--- src/rtl/seg_pkg.sv ---
package seg_pkg;

  localparam int unsigned CODE_W = 4;
  localparam int unsigned SEG_W  = 7;
  localparam int unsigned MAX_DIGIT = 9;

  typedef logic [CODE_W-1:0] code_t;
  typedef logic [SEG_W-1:0]  seg_t;

  typedef enum logic [1:0] {
    MODE_SHOW = 2'd0,
    MODE_TEST = 2'd1,
    MODE_DARK = 2'd2
  } drive_mode_e;

  localparam seg_t SEG_NONE = '0;
  localparam seg_t SEG_ALL  = '1;

  // Positive-logic glyph, bit 6 = a ... bit 0 = g, 1 = lit
  function automatic seg_t glyph_lit(input code_t code, input bit tailed);
    seg_t g;
    case (code)
      4'd0: g = 7'b1111110;
      4'd1: g = 7'b0110000;
      4'd2: g = 7'b1101101;
      4'd3: g = 7'b1111001;
      4'd4: g = 7'b0110011;
      4'd5: g = 7'b1011011;
      4'd6: g = tailed ? 7'b1011111 : 7'b0011111;
      4'd7: g = 7'b1110000;
      4'd8: g = 7'b1111111;
      4'd9: g = tailed ? 7'b1111011 : 7'b1110011;
      default: g = SEG_NONE;
    endcase
    return g;
  endfunction

endpackage

--- src/rtl/seg_glyph_rom.sv ---
module seg_glyph_rom
  import seg_pkg::*;
#(
  parameter bit TAILED_69 = 1'b0
) (
  input  code_t code_i,
  output seg_t  lit_o,
  output logic  valid_o
);

  assign valid_o = (code_i <= code_t'(MAX_DIGIT));
  assign lit_o   = glyph_lit(code_i, TAILED_69);

endmodule

--- src/rtl/seg_blank_ctrl.sv ---
module seg_blank_ctrl
  import seg_pkg::*;
(
  input  code_t       code_i,
  input  logic        valid_i,
  input  logic        lamp_chk_n_i,
  input  logic        blank_n_i,
  input  logic        zs_in_n_i,
  output drive_mode_e mode_o,
  output logic        zs_out_n_o
);

  logic is_zero;
  logic suppress;

  assign is_zero  = (code_i == '0);
  assign suppress = !zs_in_n_i && is_zero;

  assign zs_out_n_o = !(suppress && lamp_chk_n_i);

  always_comb begin
    if (!lamp_chk_n_i)      mode_o = MODE_TEST;
    else if (!blank_n_i)    mode_o = MODE_DARK;
    else if (suppress)      mode_o = MODE_DARK;
    else if (!valid_i)      mode_o = MODE_DARK;
    else                    mode_o = MODE_SHOW;
  end

endmodule

--- src/rtl/seg_drive.sv ---
module seg_drive
  import seg_pkg::*;
(
  input  drive_mode_e mode_i,
  input  seg_t        lit_i,
  output seg_t        seg_n_o
);

  seg_t lit_sel;

  always_comb begin
    unique case (mode_i)
      MODE_TEST: lit_sel = SEG_ALL;
      MODE_SHOW: lit_sel = lit_i;
      default:   lit_sel = SEG_NONE;
    endcase
  end

  // common-anode: a lit segment is a low line
  for (genvar s = 0; s < SEG_W; s++) begin : g_pol
    assign seg_n_o[s] = ~lit_sel[s];
  end

endmodule

--- src/rtl/bcd_seg_decoder.sv ---
module bcd_seg_decoder
  import seg_pkg::*;
#(
  parameter bit TAILED_69 = 1'b0
) (
  input  logic [3:0] bcd_i,
  input  logic       lamp_chk_n_i,
  input  logic       blank_n_i,
  input  logic       zs_in_n_i,
  output logic [6:0] seg_n_o,
  output logic       zs_out_n_o
);

  seg_t        lit;
  logic        valid;
  drive_mode_e mode;

  seg_glyph_rom #(.TAILED_69(TAILED_69)) i_rom (
    .code_i  (bcd_i),
    .lit_o   (lit),
    .valid_o (valid)
  );

  seg_blank_ctrl i_ctrl (
    .code_i       (bcd_i),
    .valid_i      (valid),
    .lamp_chk_n_i (lamp_chk_n_i),
    .blank_n_i    (blank_n_i),
    .zs_in_n_i    (zs_in_n_i),
    .mode_o       (mode),
    .zs_out_n_o   (zs_out_n_o)
  );

  seg_drive i_drive (
    .mode_i  (mode),
    .lit_i   (lit),
    .seg_n_o (seg_n_o)
  );

endmodule

--- config.mk ---
export PLATFORM = sky130hd
export DESIGN_NAME = bcd_seg_decoder
export DESIGN_NICKNAME = d
export VERILOG_FILES = /design/src/rtl/seg_pkg.sv /design/src/rtl/seg_glyph_rom.sv /design/src/rtl/seg_blank_ctrl.sv /design/src/rtl/seg_drive.sv /design/src/rtl/bcd_seg_decoder.sv
export SDC_FILE = /design/constraint.sdc
export NUM_CORES = 1
export LEC_CHECK = 0
export ABC_AREA = 1
export BUFFER_PORTS_ARGS = -buffer_cell sky130_fd_sc_hd__clkbuf_2
export CORE_AREA = 2 2 39 41
export DETAILED_ROUTE_END_ITERATION = 10
export DIE_AREA = 0 0 41 43
export PLACE_DENSITY = 0.52
export SYNTH_ARGS = -nofsm -noshare
export SYNTH_HDL_FRONTEND = slang
export SYNTH_SLANG_ARGS = --single-unit
--- constraint.sdc ---
create_clock -name vclk -period 2
set_input_delay 0.6 -clock vclk [all_inputs]
set_output_delay 0.6 -clock vclk [all_outputs]
set_load 0.05 [all_outputs]
==> out/metrics.json <==
{
  "antenna_left": 0,
  "via_per_inst": 4.312,
  "critical_path_required_ps": 1400,
  "p_sw_mw": 0.1112,
  "post_route_wl_um": 763,
  "timing_hold_violations_final": 0,
  "synth_mux_area_share_pct": 0,
  "grt_pass1_vias": 343,
  "report.final.setup_viol": 7,
  "post-layout-total-power_mw": 0.1916,
  "vias": 401,
  "detail_route.wl_per_cell_um": 8.204,
  "nets_in_the_synthesized_netlist": 71,
  "synth_sequential_area_ratio_pct": 0,
  "drt_pre_antenna_iters": 4,
  "p_leak_nw": 0.3147,
  "syn-mean-instance-area_um2": 4.984,
  "cp-end-kind": "output pin",
  "failed_checks": "setup timing",
  "place_hpwl_um": 656.2,
  "dieArea_mm2": 0.001763,
  "globalplace.congestion": 0.8212,
  "rsz0062_at_grt": "true",
  "worstSetupPathType": "in2out",
  "synth_top_family_by_area": "simple AND/OR/NAND/NOR gates",
  "grt.total_usage_pct": 9.890,
  "fp.coreArea_mm2": 0.001384,
  "drc": 0,
  "layout.sequential_cells": 0,
  "netlist_instances": 59,
  "sequential_cell_area_um2": 0,
  "timing_worst_slew_pin_value_ps": 399.8,
  "combPwrFrac_pct": 100.0,
  "globalRoute.totalOverflow": 0,
  "synthAdderAreaFrac_pct": 21.28,
  "cellInternalPower_mw": 0.08037,
  "setup.worst_path.start_class": "primary input",
  "max_stage_delay_ps": 160,
  "ys_types": 10,
  "detailedRoute.firstIterationViolations": 6,
  "finalNetCount": 91,
  "setup_ws_ps": -241.0,
  "cp_slowest_cell": "ha_2",
  "die_h_um": 43,
  "quantity_of_i_o_buffers_inserted_on_ports": 15,
  "final_cell_mix": "14 x nand2_1, 11 x nor2_4, 7 x nand3_1",
  "timing.fmax_ghz": 0.4462,
  "cp_max_fo": 5,
  "run_status": "complete, but fails checks",
  "ir_worst_vdd_v": 0.00008817,
  "synth_compound_gate_area_share_pct": 7.660,
  "mostFrequentLayoutCell": "nand2_1",
  "synth_area_um2": 294.0,
  "initial_core_util_pct": 21.25,
  "pwr-share-seq_pct": 0,
  "fillers": 128,
  "power_density_mw_per_mm2": 270.5,
  "timing.critical_path.cells": "clkbuf_16 -> inv_12 -> ha_2 -> nand2_2 -> nand3_4 -> nand3_4 -> nor2_4 -> nor2_4 -> buf_8",
  "synth_xor_area_share_pct": 0,
  "areaGrowthSynthToFinish_pct": 140.9,
  "die_width_um": 41,
  "grt_max_degree": 7,
  "grt_antenna_before_repair": 0,
  "setup-tns-final_ps": -1526,
  "finalCritPeriodShare_pct": 112.1,
  "arrival_ps": 1640,
  "sw_frac_of_total_pct": 58.05,
  "final_period_minus_worst_setup_slack_ps": 2241,
  "worst_hold_path.endpoint": "zs_out_n_o",
  "p_clk_share_pct": 0,
  "floorplan.rows": 14,
  "antenna-diode-count": 0,
  "yosys.area_share.simple_pct": 57.02,
  "synthesis.yosys.warnings": 0,
  "drive_above_1_share_pct": 61.04,
  "worst_hold_path.num_cells": 3,
  "holdCritStartpoint": "lamp_chk_n_i",
  "report.final.slew_viol_count": 0,
  "hp-class": "in2out",
  "fin_worst_hold_slack_ps": 1581,
  "num-clock-buffers": 0,
  "grt_pass1_wl_um": 1324,
  "timing.max_slew.rel_slack_pct": 73.32,
  "max_cap_violations": 0,
  "design.portCount": 15
}
==> Yosys cell counts <==
cell	n	share of area, %
a21boi_0	1	2.6
a21oi_1	1	1.7
ha_1	5	21
inv_1	10	13
inv_2	1	1.3
nand2_1	18	23
nand3_1	7	12
nand3_2	2	6.8
nor2_1	12	15
o21ai_0	2	3.4
==> layout make-up <==
class              count  area (um^2)  share of cell area [%]
well taps             16        20.02                   2.827
repair buffers        18        224.0                   31.63
inverters             11        68.82                   9.717
multi-input cells     48        395.4                   55.83
==> layer usage <==
metal,GRT usage (%),share of wire [%]
met5,0,0
met2,16.88,52
met3,0,4.3
met1,14.24,44
met4,0,0
==> worst max path at each step <==
| stage | start | to | slack (ps) | cells past startpoint |
|---|---|---|---|---|
| 2_1_floorplan | bcd_i[1] | seg_n_o[5] | -40 | 8 |
| 4_1_cts | bcd_i[0] | seg_n_o[6] | -250 | 10 |
| 6_report | bcd_i[1] | seg_n_o[6] | -240 | 9 |
| 5_1_grt | bcd_i[1] | seg_n_o[6] | -310 | 9 |
| 3_5_place_dp | bcd_i[1] | seg_n_o[4] | -400 | 10 |
| 3_3_place_gp | bcd_i[1] | seg_n_o[4] | -400 | 9 |
==> power groups by stage <==
stage	Sequential (mW)	Combinational [mW]	Clock, mW
after floorplan	0	0.104	0
after global placement	0	0.141	0
after detailed placement	0	0.141	0
after CTS	0	0.180	0
after global routing	0	0.206	0
final	0	0.192	0
==> what timing repair did <==
action,4_1_cts,5_1_grt
pin swaps,9,7
gates resized for setup,34,11
hold buffers,0,0
setup buffers,0,0
setup endpoints to repair,8,8
==> cells by family (layout without fill, tap and decap cells) <==
logic type                 after synthesis  count (layout)
AOI/OAI and AO/OA                        4               4
and+or+nand+nor                         39              39
adders and majority gates                5               5
buffers and inverters                   11              29
==> per-stage QoR <==
stage	instance area, um^2	setup slack (ps)	instances	util [%]
floorplan	400.4	-41.91	59	-
global placement	518.0	-397.0	93	37.43
detailed placement	518.0	-402.5	93	37.43
CTS	668.1	-253.4	93	48.28
global route	708.2	-305.2	93	51.18
finish	708.2	-241.0	93	51.18
==> worst max-delay path, delay by kind of cell <==
family / cells / cell delay [ps]
buf+inv: 3 / 360
simple gates: 5 / 530
fa+ha+maj: 1 / 160
No activity file was read; power rests on OpenSTA's default activity.
